[config.mk]
export PLATFORM = sky130hd
export DESIGN_NAME = cmt_channel
export DESIGN_NICKNAME = d
export VERILOG_FILES = /design/src/rtl/cmt_pkg.sv /design/src/rtl/cmt_prescaler.sv /design/src/rtl/cmt_count_core.sv /design/src/rtl/cmt_ctrl_reg.sv /design/src/rtl/cmt_channel.sv
export SDC_FILE = /design/constraint.sdc
export NUM_CORES = 1
export LEC_CHECK = 0
export BUFFER_PORTS_ARGS = -buffer_cell sky130_fd_sc_hd__clkbuf_2
export CORE_MARGIN = 2
export CORE_UTILIZATION = 53
export DETAILED_ROUTE_END_ITERATION = 16
export GPL_TIMING_DRIVEN = 1
export PLACE_DENSITY = 0.76
export SETUP_SLACK_MARGIN = 0.15
export SYNTH_ARGS = -nofsm -noshare
export SYNTH_HDL_FRONTEND = slang
export SYNTH_SLANG_ARGS = --single-unit
export TNS_END_PERCENT = 50
[constraint.sdc]
create_clock -name clk -period 2.3 [get_ports clk]
set_input_delay 0.23 -clock clk [delete_from_list [all_inputs] [get_ports clk]]
set_output_delay 0.23 -clock clk [all_outputs]
set_load 0.05 [all_outputs]
[src/rtl/cmt_pkg.sv]
package cmt_pkg;
  typedef enum logic [1:0] {
    IDX_CSR = 2'd0,
    IDX_CNT = 2'd1,
    IDX_CMP = 2'd2,
    IDX_NONE = 2'd3
  } reg_idx_e;

  localparam int PRESC_W = 9;

  // prescale divisor for a select code: 8, 32, 128, 512
  function automatic logic [PRESC_W:0] presc_div(input logic [1:0] sel);
    return (PRESC_W+1)'(8) << (2 * sel);
  endfunction
endpackage

[src/rtl/cmt_prescaler.sv]
module cmt_prescaler
  import cmt_pkg::*;
(
  input  logic       clk,
  input  logic       rst_n,
  input  logic       run,
  input  logic       slow_tick,
  input  logic [1:0] sel,
  output logic       count_en
);
  logic [PRESC_W-1:0] phase_q;
  logic [PRESC_W:0]   last;

  always_comb last = presc_div(sel) - 1'b1;
  assign count_en = run && slow_tick && ({1'b0, phase_q} == last);

  always_ff @(posedge clk or negedge rst_n) begin
    if (!rst_n)            phase_q <= '0;
    else if (!run)         phase_q <= '0;
    else if (count_en)     phase_q <= '0;
    else if (slow_tick)    phase_q <= phase_q + 1'b1;
  end
endmodule

[src/rtl/cmt_count_core.sv]
module cmt_count_core #(
  parameter int W = 32
) (
  input  logic         clk,
  input  logic         rst_n,
  input  logic         slow_tick,
  input  logic         count_en,
  input  logic         wr_cnt,
  input  logic         wr_cmp,
  input  logic [W-1:0] wdata,
  output logic [W-1:0] cnt,
  output logic [W-1:0] cmp,
  output logic         apply,
  output logic         match_ev,
  output logic         wrap_ev
);
  logic         pend_q, stage_q;
  logic [W-1:0] pend_val_q;

  assign apply    = pend_q && stage_q && slow_tick && !wr_cnt;
  assign match_ev = count_en && !apply && (cnt == cmp);
  assign wrap_ev  = count_en && !apply && (cnt != cmp) && (&cnt);

  // pending counter write crossing into the slow domain
  always_ff @(posedge clk or negedge rst_n) begin
    if (!rst_n) begin
      pend_q     <= 1'b0;
      stage_q    <= 1'b0;
      pend_val_q <= '0;
    end else if (wr_cnt) begin
      pend_q     <= 1'b1;
      stage_q    <= 1'b0;
      pend_val_q <= wdata;
    end else if (pend_q && slow_tick) begin
      if (stage_q) begin
        pend_q  <= 1'b0;
        stage_q <= 1'b0;
      end else begin
        stage_q <= 1'b1;
      end
    end
  end

  always_ff @(posedge clk or negedge rst_n) begin
    if (!rst_n)        cnt <= '0;
    else if (apply)    cnt <= pend_val_q;
    else if (match_ev) cnt <= '0;
    else if (count_en) cnt <= cnt + 1'b1;
  end

  always_ff @(posedge clk or negedge rst_n) begin
    if (!rst_n)      cmp <= '1;
    else if (wr_cmp) cmp <= wdata;
  end
endmodule

[src/rtl/cmt_ctrl_reg.sv]
module cmt_ctrl_reg #(
  parameter int FLAG_BIT = 15,
  parameter int IE_BIT   = 5,
  parameter bit HAS_WRAP = 1'b1
) (
  input  logic        clk,
  input  logic        rst_n,
  input  logic        wr,
  input  logic [15:0] wdata,
  input  logic        match_ev,
  input  logic        wrap_ev,
  output logic [15:0] csr_rd,
  output logic [1:0]  sel,
  output logic        flag,
  output logic        irq
);
  localparam int         WRAP_BIT  = 14;
  localparam logic [15:0] FLAG_MASK = (16'(1) << FLAG_BIT)
                                    | (HAS_WRAP ? (16'(1) << WRAP_BIT) : 16'h0);

  logic [15:0] ctl_q;
  logic        flag_q;
  logic        wrap_flag;

  always_ff @(posedge clk or negedge rst_n) begin
    if (!rst_n)  ctl_q <= '0;
    else if (wr) ctl_q <= wdata & ~FLAG_MASK;
  end

  always_ff @(posedge clk or negedge rst_n) begin
    if (!rst_n)        flag_q <= 1'b0;
    else if (match_ev) flag_q <= 1'b1;
    else if (wr)       flag_q <= flag_q & wdata[FLAG_BIT];
  end

  generate
    if (HAS_WRAP) begin : g_wrap
      logic wrap_q;
      always_ff @(posedge clk or negedge rst_n) begin
        if (!rst_n)       wrap_q <= 1'b0;
        else if (wrap_ev) wrap_q <= 1'b1;
        else if (wr)      wrap_q <= wrap_q & wdata[WRAP_BIT];
      end
      assign wrap_flag = wrap_q;
    end else begin : g_nowrap
      assign wrap_flag = 1'b0;
    end
  endgenerate

  always_comb begin
    csr_rd = ctl_q;
    csr_rd[FLAG_BIT] = flag_q;
    if (HAS_WRAP) csr_rd[WRAP_BIT] = wrap_flag;
  end

  assign sel  = ctl_q[1:0];
  assign flag = flag_q;
  assign irq  = flag_q && ctl_q[IE_BIT];
endmodule

[src/rtl/cmt_channel.sv]
module cmt_channel
  import cmt_pkg::*;
#(
  parameter int CNT_W  = 32,
  parameter int N_CH   = 4,
  parameter int CH_SEL = 0
) (
  input  logic             clk,
  input  logic             rst_n,
  input  logic             slow_tick,
  input  logic [N_CH-1:0]  run_bits,
  input  logic [1:0]       reg_addr,
  input  logic             reg_wr,
  input  logic [CNT_W-1:0] reg_wdata,
  output logic [CNT_W-1:0] reg_rdata,
  output logic             irq
);
  localparam bit IS_W16   = (CNT_W == 16);
  localparam int FLAG_BIT = IS_W16 ? 7 : 15;
  localparam int IE_BIT   = IS_W16 ? 6 : 5;

  logic             run, count_en, cnt_apply, match_ev, wrap_ev, match_flag;
  logic             csr_wr, cnt_wr, cmp_wr;
  logic [1:0]       presc_sel;
  logic [15:0]      csr_rd;
  logic [CNT_W-1:0] cnt_q, cmp_q, csr_ext;

  assign run    = run_bits[CH_SEL];
  assign csr_wr = reg_wr && (reg_addr == IDX_CSR);
  assign cnt_wr = reg_wr && (reg_addr == IDX_CNT);
  assign cmp_wr = reg_wr && (reg_addr == IDX_CMP);

  cmt_prescaler u_presc (
    .clk(clk), .rst_n(rst_n), .run(run), .slow_tick(slow_tick),
    .sel(presc_sel), .count_en(count_en)
  );

  cmt_count_core #(.W(CNT_W)) u_core (
    .clk(clk), .rst_n(rst_n), .slow_tick(slow_tick), .count_en(count_en),
    .wr_cnt(cnt_wr), .wr_cmp(cmp_wr), .wdata(reg_wdata),
    .cnt(cnt_q), .cmp(cmp_q), .apply(cnt_apply),
    .match_ev(match_ev), .wrap_ev(wrap_ev)
  );

  cmt_ctrl_reg #(.FLAG_BIT(FLAG_BIT), .IE_BIT(IE_BIT), .HAS_WRAP(!IS_W16)) u_ctrl (
    .clk(clk), .rst_n(rst_n), .wr(csr_wr), .wdata(reg_wdata[15:0]),
    .match_ev(match_ev), .wrap_ev(wrap_ev), .csr_rd(csr_rd),
    .sel(presc_sel), .flag(match_flag), .irq(irq)
  );

  always_comb begin
    csr_ext = '0;
    csr_ext[15:0] = csr_rd;
  end

  always_comb begin
    case (reg_addr)
      IDX_CSR: reg_rdata = csr_ext;
      IDX_CNT: reg_rdata = cnt_q;
      IDX_CMP: reg_rdata = cmp_q;
      default: reg_rdata = '0;
    endcase
  end
endmodule

# --- Yosys cells after proc, flatten, opt, wreduce, memory -nomap -nowiden ---
# Cells that the tools add are included.
totals:
  register_bits: 123
  in_bits: 42
  output_inout_bits: 33
classes:
  addsub: 3
  eq_ne: 6
  n_shift: 1
  mux: 17
  bitwise: 2
  n_reduce_logical: 24
ops:
  columns: ["operator", "count"]
  rows:
  - ["$mux 32", 3]
  - ["$pmux 32 s3", 1]
  - ["$add 32x1->32 const B", 1]
  - ["$eq 32x32->1", 1]
  - ["$ne 32x32->1", 1]
  - ["$reduce_and 32->1", 1]
  - ["$mux 9", 3]
  - ["$logic_and 1x1->1", 14]
  - ["$eq 9x10->1", 1]
  - ["$mux 1", 10]
  - ["$shl 4x3->10 const A", 1]
  - ["$sub 10x1->10 const B", 1]
  - ["$add 9x1->9 const B", 1]
  - ["$reduce_bool 2->1", 4]
  - ["$ne 3x2->1 const B", 1]
  - ["$reduce_bool 3->1", 1]
  - ["$and 1x1->1", 2]
  - ["$eq 2x1->1 const B", 1]
  - ["$eq 2x2->1 const B", 1]
  - ["$logic_not 1->1", 2]
  - ["$logic_not 2->1", 1]
  - ["$reduce_and 2->1", 1]

# --- Depth between registers and ports, before layout ---
depth:
  depth_word: 9
  ltp_mapped: 9
  ltp_nobuf: 7

# --- By module ---
# Synthesis repeated with hierarchy kept, for this count alone.
unflattened:
  hier_cells: 618
  hier_area_um2: 6722.7
modules_own_cells:
  columns: ["mod", "instances", "cells_per_inst", "area_each_um2"]
  rows:
  - ["cmt_count_core", 1, 452, 4882.2]
  - ["cmt_ctrl_reg", 1, 41, 685.7]
  - ["cmt_prescaler", 1, 62, 579.3]
  - ["cmt_channel", 1, 63, 575.6]

# --- Worst setup path after synthesis ---
# OpenSTA, ideal clock, no wires.
synth_path:
  kind: "input port to output port"
  from: "input reg_addr[0]"
  to: "output reg_rdata[10]"
  arrival_time_ns: 2.309
  t_required_ns: 2.070
  path_slack_ns: -0.239
  cell_stages: 4
  path_cell_list: "clkbuf_1 > buf_1 > mux2i_1 > o21ai_0"
synth_via:
  elab_chain_len: 2
  word_cells_on_any_way: 4
synth_lines:
  columns: ["item", "line_no", "source"]
  rows:
  - ["from (decl)", "cmt_channel.sv:12", "input logic [1:0] reg_addr,"]
  - ["$eq 2x2->1, or another cell as far along", "cmt_channel.sv:57", "case (reg_addr)"]
  - ["$pmux 32 s3 *", "cmt_channel.sv:57", null]
  - ["to (decl)", "cmt_channel.sv:15", "output logic [CNT_W-1:0] reg_rdata,"]
# Mark *: on every way between the ends. The rest lies on a longest branch, timed or not.

# --- Final worst setup path ---
layout_path:
  from: "register u_ctrl.ctl_q[0]"
  to: "register u_core.cnt[19]"
layout_via:
  elab_chain_len: 8
  word_cells_on_any_way: 9
layout_lines:
  columns: ["item", "line_no", "source"]
  rows:
  - ["from (decl)", "cmt_ctrl_reg.sv:21", "logic [15:0] ctl_q;"]
  - ["from (signal assigned)", "cmt_ctrl_reg.sv:27", "else if (wr) ctl_q <= wdata & ~FLAG_MASK;"]
  - ["$shl 4x3->10 *", "cmt_pkg.sv:13", "return (PRESC_W+1)'(8) << (2 * sel);"]
  - ["$sub 10x1->10 *", "cmt_prescaler.sv:14", "always_comb last = presc_div(sel) - 1'b1;"]
  - ["$eq 9x10->1 *", "cmt_prescaler.sv:15", "assign count_en = run && slow_tick && ({1'b0, phase_q} == last);"]
  - ["$logic_and 1x1->1 *", "cmt_prescaler.sv:15", null]
  - ["$logic_and 1x1->1 (2 in series)", "cmt_count_core.sv:21", "assign match_ev = count_en && !apply && (cnt == cmp);"]
  - ["$mux 32", "cmt_count_core.sv:47", "else if (match_ev) cnt <= '0;"]
  - ["$mux 32", "cmt_count_core.sv:46", "else if (apply) cnt <= pend_val_q;"]
  - ["to (signal assigned)", "cmt_count_core.sv:46", null]
  - ["to (signal assigned)", "cmt_count_core.sv:48", "else if (count_en) cnt <= cnt + 1'b1;"]
  - ["to (decl)", "cmt_count_core.sv:11", "output logic [W-1:0] cnt,"]
# Marks and branches as above.
# A chain may end at the register's enable or synchronous reset.

==> qor.csv <==
stage,metric,value,unit
final_layout,utilization,69.8,%
sta,fin_setup_tns,-0.533,ns
grt,grt_pass1_wl,30700,um
grt,grt_max_degree,54,
synthesis,synth-seq-cells,123,
synthesis,syn_inst,668,
place,hpwl,12800,um
cts,cts.sinks,123,
place,dpl_cell_area,7930,um2
synthesis,yosys.area.top_type_share,33.9,%
power,power_density,996,nW/um2
grt,grt_usage,29.4,%
final_layout,diodes,0,
floorplanning,io_pins,75,
synthesis,synth_cell_types,51,
synthesis,yosysWarnings,0,
job,cap_viol_max_count,0,
final_layout,area_growth,30.0,%
cts,clockBufferDepth,2,
final_layout,fin_nets,823,
setup_path,critPathCaptureType,flip-flop,
drt,drt_iter0_drc,557,
sta,finalHoldViolations,0,
power,power,8.71,mW
worst_hold_path,hp-class,in -> reg,
sta,finalMaxSlewViolations,0,
sta,setup_viol,13,
drt,drtAntennaViolNets,0,
grt,antenna_found_initial,0,
sta,max_freq,0.416,GHz
setup_path,path_max_fanout,7,
cts,numCtsBuffers,17,
power,p_int,5.78,mW
sta,post-route-period-util,104,%
synthesis,synth_edf_count,0,
final_layout,fill_cells,900,
setup_path,crit_arrival,2.75,ns
final_layout,fin_area,8740,um2
synthesis,async_flop_share,100,%
sta,skew,0.00739,ns
power,clock_power_share,32.0,%
cts,clk_pin_slew,0.05,ns
setup_path,crit_type,reg -> reg,
place,io_buffer_count,71,
synthesis,synth_area_per_cell,10.1,um2
place,post-place-ws,-0.140,ns
floorplanning,fp.dieH,117,um
cts,worstSkewPairLatency,0.42,ns
drt,viasPerCell,6.10,
synthesis,yosysTopAreaCell,dfrtp_1,
sta,period_needed,2.40,ns
power,leakage,3.61,nW
final_layout,drive_above_1_share,39.4,%
drt,wirelength,18700,um
floorplanning,core_area,12500,um2
floorplanning,start_util,53.7,%
sta,worst_slack,-0.102,ns
synthesis,synth_ff_type,dfrtp_1,
place,place_inst,922,
synthesis,syn-num-nets,712,
synthesis,yosys-top-cells-area,"dfrtp_1 (34%), mux2_2 (13%), dfstp_2 (13%)",
floorplanning,dieArea,13600,um2
power,ir_worst_vdd,0.000656,V
synthesis,synth_common_cells,"dfrtp_1 (91), mux2_2 (78), nand2_1 (65), o21ai_0 (43), clkbuf_1 (38)",
sta,worst_pin_slew,0.561,ns
power,switchingPower,2.93,mW
sta,rsz0062_at_grt,true,
setup_path,cp-start-kind,flip-flop,
drt,drc_errors,0,
sta,fin_hold_ws,0.0511,ns
cts,cts_tree,built,
place,gp_congestion,0.915,
power,power.share.combinational,31.2,%
drt,first_pass_iters,5,
setup_path,crit_required,2.65,ns
synthesis,ys_seq_area_share,46.4,%
cts,root_buffer,clkbuf_16,
grt,grt_pass1_vias,5926,
sta,maxSlewHeadroom,62.5,%
drt,routed-via-count,5881,
final_layout,finalNonFillerCells,964,
synthesis,synth_area,6720,um2
cts,htree_levels,4,
power,seqPwrFrac,36.8,%
power,p_sw_share,33.6,%
grt,overflow,0,
synthesis,synth_most_common_cell,dfrtp_1,
outcome,status,"complete, but fails checks",
floorplanning,fp.dieW,117,um
outcome,violations,negative setup slack,
drt,wl_per_cell,19.4,um
floorplanning,rows,41,
## cells by family (layout without fill, tap and decap cells)
group	after synthesis	in the layout	share of synthesized area, %
compound gates	137	137	13.0
xor+xnor	36	36	4.69
fa+ha+maj	2	2	0.372
buf+inv	63	187	3.70
flops	123	123	46.4
mux	95	95	15.6
simple gates	212	212	16.3
## worst max-delay path, cell delays in order, from the launching register on
cell and delay, ns:
dfrtp_1 0.38, or4_4 0.55, a221oi_4 0.30, o2111ai_4 0.23
buf_6 0.21, or4b_4 0.52, a21oi_2 0.14
## routing by layer
metal  global-route usage (%)  vias to the layer above  share of wire (%)
met5                        0                        -                  0
met4                     12.1                        0                2.9
met1                     39.2                     2937                 43
met3                     5.97                       52                6.0
met2                     47.2                      245                 48
li1                         -                     2647                  -
## state kept, by name (all words and copies together), names as in the netlist
register	flops
u_core.cmp	32
u_core.cnt	32
u_core.pend_q	1
u_core.pend_val_q	32
u_core.stage_q	1
u_ctrl.ctl_q	14
u_ctrl.flag	1
u_ctrl.g_wrap.wrap_q	1
u_presc.phase_q	9
## path summary, 6_finish.rpt
path	cells past startpoint	slack [ns]	startpoint	to
max	6	-0.10	u_ctrl.ctl_q[0]	u_core.cnt[19]
max reg2reg	6	-0.10	u_ctrl.ctl_q[0]	u_core.cnt[19]
min reg2reg	2	0.50	u_core.pend_val_q[20]	u_core.cnt[20]
min in group asynchronous	2	0.29	rst_n	u_core.pend_val_q[18]
min	2	0.05	reg_wdata[22]	u_core.cmp[22]
max in group asynchronous	3	1.29	rst_n	u_core.cmp[28]
## layout by cell type, fill, tap and decap left out, drive strengths merged, types with 26 or more instances in the layout
cell	n
dfrtp	91
nand2	66
clkbuf	78
a21oi	29
nor2	29
o21ai	43
buf	90
nand4	26
dfstp	32
mux2	78
xnor2	34
## final cells by class
| type | instances | area (um2) | area share, % |
|---|---|---|---|
| sequential | 123 | 3120 | 35.7 |
| timing repair buffer | 144 | 1250 | 14.3 |
| tap | 172 | 215 | 2.46 |
| clock inverter | 7 | 110 | 1.26 |
| clock buffer | 25 | 505 | 5.78 |
| multi-input combinational | 482 | 3490 | 39.9 |
| inverter | 11 | 53.8 | 0.616 |
## repair_timing
item / CTS / global route
gates cloned: 2 / 1
setup endpoints to repair: 34 / 39
buffers inserted: 5 / 1
pin swaps: 29 / 18
hold endpoints to repair: 20 / 0
hold buffers: 1 / 0
resized for setup: 23 / 10
## power by group through the flow
stage | combinational [mW] | sequential (mW) | clock [mW]
6_report | 2.72 | 3.21 | 2.78
5_1_grt | 2.91 | 3.28 | 2.93
4_1_cts | 2.70 | 3.19 | 2.82
3_5_place_dp | 2.65 | 3.22 | 0
3_3_place_gp | 2.58 | 3.18 | 0
2_1_floorplan | 1.72 | 3.07 | 0
Note: power is estimated with default switching activity, not from simulation.
